--- config.mk ---
export PLATFORM = sky130hd
export DESIGN_NAME = flash_bridge
export DESIGN_NICKNAME = d
export VERILOG_FILES = /design/src/rtl/flash_bridge_pkg.sv /design/src/rtl/flash_bridge_ctrl.sv /design/src/rtl/flash_bridge_dp.sv /design/src/rtl/flash_bridge.sv
export SDC_FILE = /design/constraint.sdc
export NUM_CORES = 1
export LEC_CHECK = 0
export BUFFER_PORTS_ARGS = -buffer_cell sky130_fd_sc_hd__buf_4
export CAP_MARGIN = 0
export CORE_MARGIN = 8
export CORE_UTILIZATION = 50
export CTS_BUF_LIST = sky130_fd_sc_hd__clkbuf_4 sky130_fd_sc_hd__clkbuf_8
export DETAILED_ROUTE_END_ITERATION = 10
export PLACE_DENSITY = 0.77
export SYNTH_ARGS = -nofsm -noshare
export SYNTH_HDL_FRONTEND = slang
export SYNTH_SLANG_ARGS = --single-unit
--- constraint.sdc ---
create_clock -name clk -period 5.2 [get_ports clk]
set_input_delay 1.04 -clock clk [delete_from_list [all_inputs] [get_ports clk]]
set_output_delay 1.04 -clock clk [all_outputs]
set_load 0.1 [all_outputs]
--- src/rtl/flash_bridge_pkg.sv ---
package flash_bridge_pkg;

  localparam int LANES  = 4;
  localparam int LANE_W = $clog2(LANES);

  typedef enum logic [2:0] {
    ST_IDLE,
    ST_SETUP,
    ST_STROBE,
    ST_HOLD,
    ST_DONE
  } bridgeState_t;

  // strobes from control to datapath and pins
  typedef struct packed {
    logic              latch;
    logic              capture;
    logic [LANE_W-1:0] lane;
    logic              ceOn;
    logic              oeOn;
    logic              weOn;
    logic              busOn;
  } ctrlStrobe_t;

  function automatic logic [LANE_W-1:0] firstLane(input logic [LANES-1:0] be);
    logic [LANE_W-1:0] idx;
    idx = '0;
    for (int i = LANES - 1; i >= 0; i--) begin
      if (be[i]) idx = LANE_W'(i);
    end
    return idx;
  endfunction

endpackage

--- src/rtl/flash_bridge_ctrl.sv ---
module flash_bridge_ctrl
  import flash_bridge_pkg::*;
#(
  parameter int WAIT_W = 8
) (
  input  logic              clk,
  input  logic              rstN,
  input  logic              hostReq,
  input  logic              hostWrite,
  input  logic [LANES-1:0]  hostByteEn,
  input  logic              reqMatch,
  input  logic              flashWrEn,
  input  logic [WAIT_W-1:0] waitCycles,
  output ctrlStrobe_t       strobe,
  output logic              respAck,
  output logic              respRetry
);

  bridgeState_t      state;
  logic [LANES-1:0]  remBe;
  logic [LANES-1:0]  remAfter;
  logic [LANE_W-1:0] curLane;
  logic [WAIT_W-1:0] cnt;
  logic              isWrite;
  logic              doneHit;
  logic              inCycle;

  assign doneHit  = (state == ST_DONE) && reqMatch;
  assign remAfter = remBe & ~(LANES'(1) << curLane);
  assign inCycle  = (state == ST_SETUP) || (state == ST_STROBE) || (state == ST_HOLD);

  always_comb begin
    strobe         = '0;
    strobe.latch   = (state == ST_IDLE) && hostReq;
    strobe.capture = (state == ST_STROBE) && (cnt == '0) && !isWrite;
    strobe.lane    = curLane;
    strobe.ceOn    = inCycle;
    strobe.oeOn    = (state == ST_STROBE) && !isWrite;
    strobe.weOn    = (state == ST_STROBE) && isWrite;
    strobe.busOn   = inCycle && isWrite;
  end

  always_ff @(posedge clk or negedge rstN) begin
    if (!rstN) begin
      state     <= ST_IDLE;
      remBe     <= '0;
      curLane   <= '0;
      cnt       <= '0;
      isWrite   <= 1'b0;
      respAck   <= 1'b0;
      respRetry <= 1'b0;
    end else begin
      respAck   <= hostReq && doneHit;
      respRetry <= hostReq && !doneHit;
      unique case (state)
        ST_IDLE: begin
          if (hostReq) begin
            isWrite <= hostWrite;
            remBe   <= hostByteEn;
            curLane <= firstLane(hostByteEn);
            if ((hostByteEn == '0) || (hostWrite && !flashWrEn)) state <= ST_DONE;
            else                                                 state <= ST_SETUP;
          end
        end
        ST_SETUP: begin
          cnt   <= waitCycles;
          state <= ST_STROBE;
        end
        ST_STROBE: begin
          if (cnt == '0) state <= ST_HOLD;
          else           cnt   <= cnt - 1'b1;
        end
        ST_HOLD: begin
          remBe   <= remAfter;
          curLane <= firstLane(remAfter);
          state   <= (remAfter == '0) ? ST_DONE : ST_SETUP;
        end
        ST_DONE: begin
          if (doneHit) state <= ST_IDLE;
        end
        default: state <= ST_IDLE;
      endcase
    end
  end

endmodule

--- src/rtl/flash_bridge_dp.sv ---
module flash_bridge_dp
  import flash_bridge_pkg::*;
#(
  parameter int HOST_AW  = 24,
  parameter int FLASH_AW = 19,
  parameter int MIN_LOG2 = 16,
  parameter int SIZE_W   = 2
) (
  input  logic                clk,
  input  logic                rstN,
  input  ctrlStrobe_t         strobe,
  input  logic                hostReq,
  input  logic                hostWrite,
  input  logic [HOST_AW-1:0]  hostAddr,
  input  logic [LANES-1:0]    hostByteEn,
  input  logic [8*LANES-1:0]  hostWrData,
  input  logic [SIZE_W-1:0]   sizeSel,
  input  logic [7:0]          flashDataIn,
  output logic                reqMatch,
  output logic [8*LANES-1:0]  hostRdData,
  output logic [FLASH_AW-1:0] flashAddr,
  output logic [7:0]          flashDataOut
);

  localparam int DW_AW = HOST_AW - LANE_W;

  logic [DW_AW-1:0]    pendAddr;
  logic [LANES-1:0]    pendBe;
  logic                pendWrite;
  logic [8*LANES-1:0]  pendWdata;
  logic [8*LANES-1:0]  pendRdata;
  logic [HOST_AW-1:0]  laneAddr;
  logic [FLASH_AW-1:0] sizeMask;

  for (genvar i = 0; i < FLASH_AW; i++) begin : g_mask
    assign sizeMask[i] = (i < (MIN_LOG2 + int'(sizeSel)));
  end

  assign reqMatch = hostReq && (hostWrite == pendWrite) && (hostByteEn == pendBe)
                 && (hostAddr[HOST_AW-1:LANE_W] == pendAddr);

  assign laneAddr     = {pendAddr, strobe.lane};
  assign flashAddr    = laneAddr[FLASH_AW-1:0] & sizeMask;
  assign flashDataOut = pendWdata[{strobe.lane, 3'b000} +: 8];
  assign hostRdData   = pendRdata;

  always_ff @(posedge clk or negedge rstN) begin
    if (!rstN) begin
      pendAddr  <= '0;
      pendBe    <= '0;
      pendWrite <= 1'b0;
      pendWdata <= '0;
      pendRdata <= '0;
    end else if (strobe.latch) begin
      pendAddr  <= hostAddr[HOST_AW-1:LANE_W];
      pendBe    <= hostByteEn;
      pendWrite <= hostWrite;
      pendWdata <= hostWrData;
      pendRdata <= '0;
    end else if (strobe.capture) begin
      pendRdata[{strobe.lane, 3'b000} +: 8] <= flashDataIn;
    end
  end

endmodule

--- src/rtl/flash_bridge.sv ---
module flash_bridge
  import flash_bridge_pkg::*;
#(
  parameter int HOST_AW  = 24,
  parameter int FLASH_AW = 19,
  parameter int MIN_LOG2 = 16,
  parameter int SIZE_W   = 2,
  parameter int WAIT_W   = 8
) (
  input  logic                clk,
  input  logic                rstN,
  input  logic                hostReq,
  input  logic                hostWrite,
  input  logic [HOST_AW-1:0]  hostAddr,
  input  logic [LANES-1:0]    hostByteEn,
  input  logic [8*LANES-1:0]  hostWrData,
  output logic                hostAck,
  output logic                hostRetry,
  output logic                hostStop,
  output logic [8*LANES-1:0]  hostRdData,
  input  logic [SIZE_W-1:0]   sizeSel,
  input  logic [WAIT_W-1:0]   waitCycles,
  input  logic                flashWrEn,
  output logic [FLASH_AW-1:0] flashAddr,
  output logic [7:0]          flashDataOut,
  output logic                flashDataOe,
  input  logic [7:0]          flashDataIn,
  output logic                flashCeN,
  output logic                flashOeN,
  output logic                flashWeN
);

  ctrlStrobe_t strobe;
  logic        reqMatch;

  flash_bridge_ctrl #(.WAIT_W(WAIT_W)) u_ctrl (
    .clk        (clk),
    .rstN       (rstN),
    .hostReq    (hostReq),
    .hostWrite  (hostWrite),
    .hostByteEn (hostByteEn),
    .reqMatch   (reqMatch),
    .flashWrEn  (flashWrEn),
    .waitCycles (waitCycles),
    .strobe     (strobe),
    .respAck    (hostAck),
    .respRetry  (hostRetry)
  );

  flash_bridge_dp #(
    .HOST_AW  (HOST_AW),
    .FLASH_AW (FLASH_AW),
    .MIN_LOG2 (MIN_LOG2),
    .SIZE_W   (SIZE_W)
  ) u_dp (
    .clk          (clk),
    .rstN         (rstN),
    .strobe       (strobe),
    .hostReq      (hostReq),
    .hostWrite    (hostWrite),
    .hostAddr     (hostAddr),
    .hostByteEn   (hostByteEn),
    .hostWrData   (hostWrData),
    .sizeSel      (sizeSel),
    .flashDataIn  (flashDataIn),
    .reqMatch     (reqMatch),
    .hostRdData   (hostRdData),
    .flashAddr    (flashAddr),
    .flashDataOut (flashDataOut)
  );

  assign hostStop    = hostAck | hostRetry;
  assign flashCeN    = ~strobe.ceOn;
  assign flashOeN    = ~strobe.oeOn;
  assign flashWeN    = ~strobe.weOn;
  assign flashDataOe = strobe.busOn;

endmodule

* Word-level counts from Yosys, hierarchy flattened
Cells that the tools add are included.
** Storage, ports and cells
- Bits in registers :: 111
- Logic and storage cells :: 109
** Operators by class
- Add/sub/neg operators :: 3
- Order comparisons :: 19
- Eq/ne operators :: 11
- Shift operators :: 4
- Muxes and demuxes :: 23
- Bitwise logic cells :: 7
- Reduce and logical (&&, ||, !) cells :: 30
** Operator list (count)
- less-than comparator 5 x 32 -> 1 bit, first input constant :: 8
- less-than comparator 4 x 32 -> 1 bit, first input constant :: 4
- less-than comparator 6 x 32 -> 1 bit, first input constant :: 3
- less-than comparator 3 x 32 -> 1 bit, first input constant :: 2
- 2-to-1 mux 32 bit :: 2
- bitwise mux 32 bit :: 1
- less-than comparator 2 x 32 -> 1 bit, first input constant :: 1
- variable shift 8 x 7 -> 32 bit, first input constant :: 1
- indexed part select 32 x 6 -> 8 bit :: 1
- indexed part select 8 x 7 -> 32 bit :: 1
- == test 22 bit :: 1
- bitwise AND 19 bit :: 1
- 2-to-1 mux 2 bit :: 9
- case mux 8 bit (2 select lines) :: 1
- 2-to-1 mux 3 bit :: 5
- case mux 3 bit (5 select lines) :: 1
- logical AND 1 bit :: 13
- zero test 4 bit :: 2
- zero test 8 bit :: 1
- 2-to-1 mux 8 bit :: 1
- case mux 4 bit (2 select lines) :: 1
- subtractor 8 x 1 -> 8 bit, second input constant :: 1
- negation 5 -> 7 bit :: 1
- adder 5 x 2 -> 6 bit, first input constant :: 1
- 21 further kinds :: 34

* Logic depth before layout (Yosys ltp)
Gate-level depths: netlist of the first run.
- Depth in word-level cells :: 8
- Gate-level depth with buffers :: 8
- Gate-level depth less buffers :: 7

* Hierarchy
A second synthesis of the first run with hierarchy kept.
** Unflattened totals
- Cell total of the unflattened synthesis :: 428
- Area total of the unflattened synthesis :: 5382.7 um^2
** Modules (own cells, without submodules)
- flash_bridge_dp :: instances 1, cells an instance 274, area each 4073.9 um^2, seq. area each 2277.2 um^2
- flash_bridge_ctrl :: instances 1, cells an instance 150, area each 1291.2 um^2, seq. area each 500.5 um^2
- flash_bridge :: instances 1, cells an instance 4, area each 17.5 um^2, seq. area each 0.0 um^2

* Worst setup path before layout of the first run
Ideal clock, no wire load.
- Path kind :: register to output
- Start point :: register u_ctrl.state[1]
- End point :: output flashDataOe
- Data arrival time :: 2522 ps
- Slack :: 1638 ps
- Stages on the path, launching flop included :: 5
- Cell sequence :: dfrtp_1 buf_2 nor2_1 or2_2 nor2_1
** Between the ends
- Longest elaborated chain between the ends :: 4
- Elaborated cells on any way between the ends :: 6
- Classes of those cells :: 3 x eq/ne; 3 x reduce/logical
** RTL lines
- from (decl) :: line flash_bridge_ctrl.sv:19 : bridgeState_t state;
- from (signal assigned) :: line flash_bridge_ctrl.sv:76 : state <= (remAfter == '0) ? ST_DONE : ST_SETUP;
- == test 3 x 1 -> 1 bit / == test 3 x 2 -> 1 bit (equally long branches) :: line flash_bridge_ctrl.sv:30 : assign inCycle = (state == ST_SETUP) || (state == ST_STROBE) || (state == ST_HOLD);
- logical OR 1 bit :: line flash_bridge_ctrl.sv:30
- logical OR 1 bit (*) :: line flash_bridge_ctrl.sv:30
- logical AND 1 bit (*) :: line flash_bridge_ctrl.sv:40 : strobe.busOn = inCycle && isWrite;
- to (decl) :: line flash_bridge.sv:26 : output logic flashDataOe,
Mark *: on every way between the ends. The rest lies on a longest branch, timed or not.

* Worst setup path in the final report of the first run
- Start point :: register u_ctrl.curLane[0]
- End point :: output flashDataOut[0]
** Between the ends
- Longest elaborated chain between the ends :: 1
** RTL lines
- from (decl) :: line flash_bridge_ctrl.sv:22 : logic [LANE_W-1:0] curLane;
- from (signal assigned) :: line flash_bridge_ctrl.sv:60 : curLane <= firstLane(hostByteEn);
- from (signal assigned) :: line flash_bridge_ctrl.sv:75 : curLane <= firstLane(remAfter);
- indexed part select 32 x 6 -> 8 bit :: line flash_bridge_dp.sv:44 : assign flashDataOut = pendWdata[{strobe.lane, 3'b000} +: 8];
- to (decl) :: line flash_bridge.sv:25 : output logic [7:0] flashDataOut,
Every way passes these cells.

==> results of run 1 <==
[critical path: stages, from the launching register on]
cell     delay [ns]
dfrtp_1        0.87
mux4_2         0.62
buf_4          0.25
[power groups by stage]
| stage | logic (W) | clock network [W] | registers [W] |
|---|---|---|---|
| after floorplan | 0.00207 | 0 | 0.00132 |
| after global placement | 0.00236 | 0 | 0.00142 |
| after detailed placement | 0.00241 | 0 | 0.00144 |
| after CTS | 0.00241 | 0.000556 | 0.00143 |
| after global routing | 0.00257 | 0.000592 | 0.00147 |
| final | 0.00240 | 0.000538 | 0.00142 |
[kinds of logic after synthesis]
logic type,count (synthesis),share of synthesized area (%)
flops,110,52.24
compound gates,89,12.40
xor+xnor,24,3.990
buf+inv,49,5.296
fa+ha+maj,5,1.187
mux,8,3.420
simple gates,250,21.47
[metal layers]
metal	vias up	global-route usage [%]
met5	-	0
met4	0	5.613
met3	14	4.617
met2	107	32.67
met1	2097	23.72
li1	2032	-
[layout make-up]
cell class / count / area, um2 / area share (%)
clock buffers: 11 / 145.1 / 2.223
clock inverters: 5 / 63.81 / 0.9774
inverters: 9 / 33.78 / 0.5174
multi-input cells: 376 / 2237 / 34.27
flip-flops and latches: 110 / 2753 / 42.16
well taps: 136 / 170.2 / 2.606
repair buffers: 150 / 1126 / 17.25
[synthesized netlist by cell type (all sizes together) (2+ instances only)]
cell type | number | area [um2]
nand2 | 181 | 681.9
dfrtp | 110 | 2753
a22o | 39 | 341.6
buf | 34 | 222.7
a21oi | 20 | 115.1
xnor2 | 20 | 175.2
nor2 | 18 | 77.58
o21ai | 15 | 75.07
nand2b | 10 | 62.56
inv | 9 | 33.78
nor3 | 9 | 55.05
mux4 | 8 | 180.2
clkbuf | 6 | 22.52
nand4 | 6 | 37.54
ha | 5 | 62.56
nand3 | 4 | 25.02
xor2 | 4 | 35.03
nor4 | 3 | 18.77
or2 | 3 | 18.77
a31oi | 2 | 12.51
and2 | 2 | 12.51
and3 | 2 | 12.51
and4 | 2 | 17.52
nor2b | 2 | 12.51
nor4b | 2 | 38.78
o21a | 2 | 15.01
[stage by stage]
stage	area, um2	setup WS, ns	std cells	util (%)	power (W)
after floorplan	5269	1.638	535	-	0.003390
after global placement	6320	2.423	781	61.49	0.003782
after detailed placement	6320	2.384	781	61.49	0.003849
after CTS	6529	1.951	797	63.53	0.004396
after global routing	6529	1.870	797	63.53	0.004629
final	6529	2.040	797	63.53	0.004358
[worst min path at each step]
stage / end / slack (ns) / depth (start not counted)
after floorplan: u_dp.pendWdata[16] / 0.44 / 2
after global placement: u_dp.pendWdata[7] / 0.45 / 2
after detailed placement: u_dp.pendWdata[2] / 0.46 / 2
after CTS: u_dp.pendWdata[19] / 0.49 / 2
after global routing: u_dp.pendWdata[11] / 0.51 / 2
final: u_dp.pendWdata[18] / 0.48 / 2
[registers in the layout, summed over array words and instances, names as in the netlist]
register,count
u_ctrl.respAck,1
u_dp.pendWrite,1
u_dp.pendBe,4
u_ctrl.cnt,8
u_dp.pendAddr,22
u_dp.pendWdata,32
u_ctrl.remBe,4
u_ctrl.curLane,2
u_dp.hostRdData,32
u_ctrl.state,3
u_ctrl.respRetry,1
==> impl_results.md, run 1 <==
* Count of pins over their slew limit at 0
* Most common cell after layout, fill and taps aside: nand2_1
* Post-CTS setup buffer count at 0
* Core Area at 10280 um2
* Post-CTS Hold Buffers at 0
* Net Sw Frac at 52.56%
* Synthesized Nets at 623
* Slew margin rel. at 31.68%
* Cell internal pwr at 0.002068 W
* Worst setup EP type: output port
* Chip Height at 118.7 um
* GRT overflow at 0
* Total Wirelength at 13.18 mm
* Proportion of layout cells with a drive suffix above 1 at 28.59%
* Leak at 3.307 nW
* Residual DRC at 0
* Drt via density at 5.332
* Async S/R FF share, synth at 100.0%
* Critical-path maximum fanout at 16
* Worst path arrival time at 2.12 ns
* Cts bufs inserted at 9
* Top-Level Pins at 149
* Gpl congestion at 0.7959
* Outcome: finished, final reports clean
* Chip Width at 118.7 um
* Area delta synth->final at 23.91%
* Most frequent cells in the layout: nand2_1 (180), buf_4 (150), dfrtp_1 (110), a22o_1 (39), xnor2_1 (20)
* R2r endpoint: u_dp.pendWdata[28]
* Crit path launch: u_ctrl.curLane[0]
* Endpoints failing hold at 0
* R2r setup slk at 2.72 ns
* Hold Slack at 0.4837 ns
* Post-cts resize count at 0
* Worst Tran Pin Value at 1.022 ns
* Critical path destination: flashDataOut[0]
* # clock sinks at 110
* Setup Skew at 0.01136 ns
* Clock network power share at 12.3%
* HPWL after detailed placement at 9.693 mm
* Fill count at 888
* Syn_area_per_cell at 9.848 um2
* DRT Pass-1 Iters at 5
* Routed wl met2 at 6.841 mm
* Fin crit period at 3.160 ns
* H-tree level count at 3
* Hold WC Path Type: flop to flop
* CP Data Required Time at 4.16 ns
* DR vias at 4250
* WL per Instance at 16.54 um
* Main synth FF type: dfrtp_1
* PortBufs at 146
* Largest net degree at the start of global routing at 69
* Post-synth EDFFs at 0
* Tcrit/Tclk final at 60.78%
* Starting Density at 51.27%
* Top sig layer: met4
* Worst-skew pair later-pin latency at 0.37 ns
* Register share of total power at 32.6%
* Yosys Warn Count at 0
* Total track usage at 19.19%
* Startpoint types: flop
* Metal3 WL at 609 um
* Max_cap viols at 0
* Post-synth design cell area at 5269 um2
* Library cells used by synthesis at 52
* Initial antenna violation count at 0
* Hold Crit Start: u_dp.pendWdata[18]
* Standard-cell row count at 37
* Setup-failing EPs final at 0
* Mapped Cells at 535
* Part of the Yosys area used for sequential elements at 52.24%
* Ant diodes at 0
* Psw at 0.002291 W
* Max Fclk at 0.3164 GHz
* Vias in the first global route at 4478
* Post-route ant nets at 0
* Logic pwr share at 55.0%
* Final net count at 744
* Clk pin slew, worst setup/hold paths at 0.11 ns
* Maximum VDD drop at 0.0005348 V
* Yosys reg bits at 110
* Setup TNS at 0 ns
* RSZ-0062 raised after global routing: no
* Post-Route M1 WL at 5.569 mm
* R2r startpoint: u_ctrl.state[0]
* Die ar. at 14080 um2
* Pwr/cell area at 667.5 nW/um2
* CTS tree: yes
* FF-to-FF path depth at 5
* Clk buf depth at 2
* First-pass GRT wire length at 22.42 mm
* Worst Setup Path Type: flop to output port
* Initial DRC Count at 289
* Root buffer cell: clkbuf_8
Power figures use the tool's default switching activity.
==> inputs of run 2 (changes only) <==
==> constraint.sdc (replaced) <==
create_clock -name clk -period 3.2 [get_ports clk]
set_input_delay 0.64 -clock clk [delete_from_list [all_inputs] [get_ports clk]]
set_output_delay 0.64 -clock clk [all_outputs]
set_load 0.1 [all_outputs]
==> run 2 against run 1 <==
  * Clock power rose by 66%
  * Worst setup slack lost 1.5 ns
  * Wire length is 1.1% lower
  * Via count rose by 0.85%
  * Non-clock buffer count rose by 1
  * Sequential power up 61%
  * Critical path type unchanged
  * Critical endpoint is now flashDataOut[7]
  * Largest cell class unchanged
  * Largest power group unchanged
==> impl_results.md, run 2 (same netlist as run 1, synthesis figures left out) <==
* Outcome: finished, final reports clean
* Root buffer cell: clkbuf_8
* Count of pins over their slew limit at 0 (unchanged)
* Setup Skew at 0.01763 ns (+0.006272 ns)
* Die ar. at 14080 um2 (unchanged)
* Endpoints failing hold at 0 (unchanged)
* Most common cell after layout, fill and taps aside: nand2_1
* Startpoint types: flop
* Maximum VDD drop at 0.0007852 V (+47%)
* Post-DP Area at 6340 um2 (+0.32%)
* Chip Height at 118.7 um (unchanged)
* Residual DRC at 0 (unchanged)
* # clock sinks at 110 (unchanged)
* First-pass GRT wire length at 22.07 mm (-1.5%)
* Area delta synth->final at 24.39%
* Cts bufs inserted at 9 (unchanged)
* Final net count at 745 (+0.13%)
* Post-route ant nets at 0 (unchanged)
* Worst path arrival time at 2.02 ns (-0.10 ns)
* Setup-failing EPs final at 0 (unchanged)
* Total track usage at 18.80% (-0.39 points)
* Initial antenna violation count at 0 (unchanged)
* Worst-skew pair later-pin latency at 0.38 ns (about the same)
* Post-CTS Hold Buffers at 0 (unchanged)
* Chip Width at 118.7 um (unchanged)
* Worst setup EP type: output port
* Largest net degree at the start of global routing at 64 (-7.2%)
* Core Area at 10280 um2 (unchanged)
* Most frequent cells in the layout: nand2_1 (180), buf_4 (150), dfrtp_1 (110), a22o_1 (39), xnor2_1 (20)
* H-tree level count at 3 (unchanged)
* DR vias at 4286 (+0.85%)
* Total Wirelength at 13.04 mm (-1.1%)
* Max Fclk at 0.3754 GHz
* RSZ-0062 raised after global routing: no
* CTS tree: yes
* Worst Setup Path Type: flop to output port
* Proportion of layout cells with a drive suffix above 1 at 28.70% (+0.11 points)
* Gpl congestion at 0.8092 (+1.7%)
* Initial DRC Count at 273 (-5.5%)
* Critical-path maximum fanout at 10 (-6)
* Standard-cell row count at 37 (unchanged)
* Worst Tran Pin Value at 0.7825 ns (-0.2392 ns)
* Leak at 3.321 nW (+0.40%)
* WL per Instance at 16.34 um (-1.2%)
* Pwr/cell area at 1084 nW/um2 (+62%)
* Max_cap viols at 0 (unchanged)
* HPWL after detailed placement at 9.592 mm (-1.0%)
* Fin crit period at 2.664 ns
* Post-CTS setup buffer count at 0 (unchanged)
* Clk buf depth at 2 (unchanged)
* Ant diodes at 0 (unchanged)
* Post-cts resize count at 0 (unchanged)
* Setup TNS at 0 ns (unchanged)
* Starting Density at 51.27% (unchanged)
* CP Data Required Time at 2.56 ns (-1.60 ns)
* Design area at 6554 um2 (+0.38%)
* Drt via density at 5.371 (+0.72%)
* Tcrit/Tclk final at 83.24%
* GRT overflow at 0 (unchanged)
* Top-Level Pins at 149 (unchanged)
* Vias in the first global route at 4424 (-1.2%)
* Clk pin slew, worst setup/hold paths at 0.11 ns (about the same)
* PortBufs at 146 (unchanged)
* DRT Pass-1 Iters at 4 (-1)
* Hold WC Path Type: primary input to asynchronous set/reset pin
* Slew margin rel. at 47.83% (+16 points)
[run 2: final timing paths]
| kind | from | end | slack, ns | cells after the start |
|---|---|---|---|---|
| setup / recovery | u_ctrl.curLane[0] | flashDataOut[7] | 0.54 | 3 |
| hold / removal | rstN | u_ctrl.cnt[4] | 0.32 | 1 |
| setup reg to reg | u_ctrl.cnt[0] | u_dp.hostRdData[13] | 0.98 | 7 |
| hold reg to reg | u_dp.pendWdata[20] | u_dp.pendWdata[20] | 0.48 | 2 |
| max in group asynchronous | rstN | u_dp.pendBe[2] | 2.09 | 2 |
| min in group clk | hostWrData[29] | u_dp.pendWdata[29] | 0.45 | 3 |
[run 2: layout make-up]
cell class                      count  area, um2
Fill cell                         863       3724
Sequential cell                   110       2753
Multi-Input combinational cell    376       2237
Timing Repair Buffer              151       1146
Tap cell                          136      170.2
Clock buffer                        9      123.9
Clock inverter                      7      90.09
Inverter                            9      33.78
[run 2: power breakdown]
group / leakage (nW) / switching (W) / internal [W]
registers: 1.41 / 0.000428 / 0.00185
logic: 1.80 / 0.00281 / 0.00111
clock network: 0.108 / 0.000510 / 0.000380
[run 2: through the flow]
step	worst slack, ns	util (%)	cells	total power (W)	hold slack (ns)
floorplan	0.03819	-	535	0.005509	0.3444
global placement	0.8967	61.69	782	0.006156	0.4528
detailed placement	0.9087	61.69	782	0.006265	0.4570
CTS	0.4778	63.77	798	0.007162	0.3538
global route	0.3949	63.77	798	0.007539	0.3744
finish	0.5364	63.77	798	0.007102	0.3184
[run 2: critical path: stages (launching register included)]
cell and delay, ns:
dfrtp_1 0.60, buf_4 0.27, mux4_2 0.53, buf_4 0.25
[run 2: layer usage]
metal  vias up  wire length, um  global-route usage, %
li1       2038                -                      -
met1      2131             5473                  23.25
met2       101             6743                  32.04
met3        16              641                  4.474
met4         0              178                  5.534
met5         -                0                      0
==> inputs of run 3 (changes only) <==
--- a/config.mk
+++ b/config.mk
@@ -5,13 +5,14 @@
 export SDC_FILE = /design/constraint.sdc
 export NUM_CORES = 1
 export LEC_CHECK = 0
+export ABC_AREA = 1
 export BUFFER_PORTS_ARGS = -buffer_cell sky130_fd_sc_hd__buf_4
 export CAP_MARGIN = 0
 export CORE_MARGIN = 8
 export CORE_UTILIZATION = 50
 export CTS_BUF_LIST = sky130_fd_sc_hd__clkbuf_4 sky130_fd_sc_hd__clkbuf_8
 export DETAILED_ROUTE_END_ITERATION = 10
-export PLACE_DENSITY = 0.77
+export PLACE_DENSITY = 0.76
 export SYNTH_ARGS = -nofsm -noshare
 export SYNTH_HDL_FRONTEND = slang
 export SYNTH_SLANG_ARGS = --single-unit
==> constraint.sdc (replaced) <==
create_clock -name clk -period 2.5 [get_ports clk]
set_input_delay 0.5 -clock clk [delete_from_list [all_inputs] [get_ports clk]]
set_output_delay 0.5 -clock clk [all_outputs]
set_load 0.1 [all_outputs]
==> run 3 against run 2 <==
  * Final area rose by 9.9%
  * Worst setup slack got worse by 0.36 ns
  * Critical path depth rose by 2
  * Clock power rose by 49%
  * Sequential power rose by 23%
  * Non-clock buffer count rose by 3
  * Clock-buffer cell count did not move
  * Die area rose by 8.0%
  * Sequential share of layout area fell by 3.8 points
==> impl_results.md, run 3 <==
* Yosys Warn Count at 0 (unchanged)
* Worst-skew pair later-pin latency at 0.40 ns (+0.02 ns)
* Setup TNS at 0 ns (unchanged)
* Post-CTS Hold Buffers at 0 (unchanged)
* Count of pins over their slew limit at 0 (unchanged)
* Slowest CP cell: dfrtp_1
* Standard-cell row count at 39 (+5.4%)
* Total track usage at 19.44% (+0.64 points)
* Leak at 3.994 nW (+20%)
* Cts bufs inserted at 9 (unchanged)
* Mapped Cells at 770 (+44%)
* Worst-path cell chain: inv_2 -> nand3_4 -> inv_1 -> nand2_1 -> buf_4
* Psw at 0.005223 W (+39%)
* Place WS at 0.5392 ns (-0.3696 ns)
* Power Total at 0.009641 W (+36%)
* Most common cell in the netlist: nand2_1
* Most frequent cells in the layout: nand2_1 (288), buf_4 (153), dfrtp_1 (110), inv_1 (90), o21ai_0 (57)
* Fill count at 1047 (+21%)
* Setup Skew at 0.01121 ns (-0.006424 ns)
* Outcome: finished, final reports clean
* Die ar. at 15200 um2 (+8.0%)
* Net Sw Frac at 54.17% (+1.3 points)
* Setup-failing EPs final at 0 (unchanged)
* Root buffer cell: clkbuf_8
* RSZ-0062 raised after global routing: no
* WL per Instance at 13.54 um (-17%)
* Drt via density at 4.845 (-9.8%)
* HPWL after detailed placement at 10.37 mm (+8.1%)
* CTS tree: yes
* PortBufs at 146 (unchanged)
* Pwr/cell area at 1338 nW/um2 (+23%)
* Clk buf depth at 2 (unchanged)
* Max Fclk at 0.4301 GHz
* Final net count at 984 (+32%)
* CP Data Required Time at 2.00 ns (-0.56 ns)
* Clk pin slew, worst setup/hold paths at 0.11 ns (about the same)
* Design area at 7206 um2 (+9.9%)
* Hold WC Path Type: primary input to asynchronous set/reset pin
* Endpoints failing hold at 0 (unchanged)
* Post-route ant nets at 0 (unchanged)
* Residual DRC at 0 (unchanged)
* DR vias at 5058 (+18%)
* Area leader, netlist: dfrtp_1
* Initial DRC Count at 402 (+47%)
* Max_cap viols at 0 (unchanged)
* # clock sinks at 110 (unchanged)
* Cell internal pwr at 0.004418 W (+32%)
* Part of the Yosys area used for sequential elements at 47.82% (-4.4 points)
* Proportion of layout cells with a drive suffix above 1 at 22.97% (-5.7 points)
* Library cells used by synthesis at 40 (-23%)
* Tcrit/Tclk final at 92.99%
* Clock network power share at 13.8% (+1.3 points)
* Worst setup EP type: output port
* Logic pwr share at 57.1% (+1.8 points)
* Register share of total power at 29.1% (-3.0 points)
* Total Wirelength at 14.14 mm (+8.5%)
* Area share of the largest cell type after synthesis at 47.82% (-4.4 points)
* Core Area at 11320 um2 (+10%)
* Smallest setup slack after layout at 0.1752 ns (-0.3612 ns)
* Main synth FF type: dfrtp_1
* Post-synth EDFFs at 0 (unchanged)
* Fin crit period at 2.325 ns
* GRT overflow at 0 (unchanged)
* Commonest cells in the netlist: nand2_1 (288), dfrtp_1 (110), inv_1 (91)
* Yosys reg bits at 110 (unchanged)
* Synthesized Nets at 858 (+38%)
* DRT Pass-1 Iters at 5 (+1)
* Initial antenna violation count at 0 (unchanged)
* CP bufs+invs at 3 (+1)
* Starting Density at 50.85% (-0.42 points)
* Worst Tran Pin Value at 0.5925 ns (-0.1900 ns)
* Post-DP Area at 6952 um2 (+9.7%)
* Post-Route Utilization at 63.65% (-0.12 points)
* Maximum VDD drop at 0.001338 V (+70%)
* Synth top area cells: dfrtp_1 (48%), nand2_1 (19%), inv_1 (5.9%), o21ai_0 (5.0%), nand3_1 (4.6%)
* Chip Width at 123.3 um (+3.9%)
* Most common cell after layout, fill and taps aside: nand2_1
* Gpl congestion at 0.8202 (+1.4%)
* Post-synth design cell area at 5757 um2 (+9.3%)
* Critical-path maximum fanout at 14 (+4)
* Ant diodes at 0 (unchanged)
* CP peak stage delay at 0.43 ns (-0.17 ns)
* Syn_area_per_cell at 7.476 um2 (-24%)
* Top-Level Pins at 149 (unchanged)
* Startpoint types: flop
* Slew margin rel. at 60.50% (+13 points)
* Worst Setup Path Type: flop to output port
* H-tree level count at 3 (unchanged)
* First-pass GRT wire length at 23.41 mm (+6.1%)
* Largest net degree at the start of global routing at 111 (+73%)
* Area delta synth->final at 25.17%
* Async S/R FF share, synth at 100.0% (unchanged)
* Chip Height at 123.3 um (+3.9%)
* Vias in the first global route at 4956 (+12%)
* Worst path arrival time at 1.82 ns (-0.20 ns)
* Top delay family on crit path: buffers and inverters
run 3: logic make-up after synthesis:
family	synth area share, %
simple gates	30.80
buf+inv	10.39
flops	47.82
compound gates	9.607
fa+ha+maj	1.087
xor+xnor	0.3043
run 3: area by class of cell:
class | count | area, um2 | share of cell area, %
Clock inverter | 7 | 126.4 | 1.754
Tap cell | 143 | 178.9 | 2.483
Sequential cell | 110 | 2753 | 38.20
Multi-Input combinational cell | 522 | 2477 | 34.38
Timing Repair Buffer | 154 | 1169 | 16.22
Clock buffer | 9 | 123.9 | 1.719
Inverter | 99 | 377.9 | 5.244
run 3: final timing paths:
kind	startpoint	to	slack, ns	cells past startpoint
worst max register to register	u_ctrl.state[1]	u_dp.pendWdata[5]	0.48	8
worst min-delay path	rstN	u_dp.pendAddr[2]	0.16	2
worst min register to register	u_dp.pendWdata[12]	u_dp.pendWdata[12]	0.48	2
max in group asynchronous	rstN	u_dp.hostRdData[13]	1.88	2
min in group clk	hostWrData[25]	u_dp.pendWdata[25]	0.29	3
worst max-delay path	u_ctrl.state[2]	flashWeN	0.18	5
run 3: routing by layer:
| metal | global-route usage, % | share of wire [%] | vias to the layer above | routed length, um |
|---|---|---|---|---|
| met2 | 31.29 | 49 | 103 | 6865 |
| met5 | 0 | 0 | - | 0 |
| met1 | 25.39 | 45 | 2306 | 6399 |
| li1 | - | - | 2642 | - |
| met3 | 5.525 | 5.3 | 7 | 751 |
| met4 | 4.816 | 0.88 | 0 | 124 |
run 3: what timing repair did:
item / CTS / global route
buffers inserted: 0 / 0
endpoints found under the setup margin: 0 / 8
gates resized for setup: 0 / 1
run 3: metrics by stage:
step           hold slack [ns]  std cells
2_1_floorplan           0.2044        770
3_3_place_gp            0.4563       1028
3_5_place_dp            0.4597       1028
4_1_cts                 0.1898       1044
5_1_grt                 0.1976       1044
6_report                0.1583       1044
run 3: power groups by stage:
stage / Combinational, W / Clock (W) / Sequential, W
final: 0.00550 / 0.00133 / 0.00280
after global placement: 0.00547 / 0 / 0.00280
after global routing: 0.00602 / 0.00142 / 0.00288
after CTS: 0.00555 / 0.00136 / 0.00279
after floorplan: 0.00458 / 0 / 0.00275
after detailed placement: 0.00554 / 0 / 0.00282
run 3: worst reg2reg max path, delay by kind of cell (launching register included):
family | cells | cell delay (ns)
buf+inv | 3 | 0.82
simple gates | 5 | 0.70
flops | 1 | 0.44
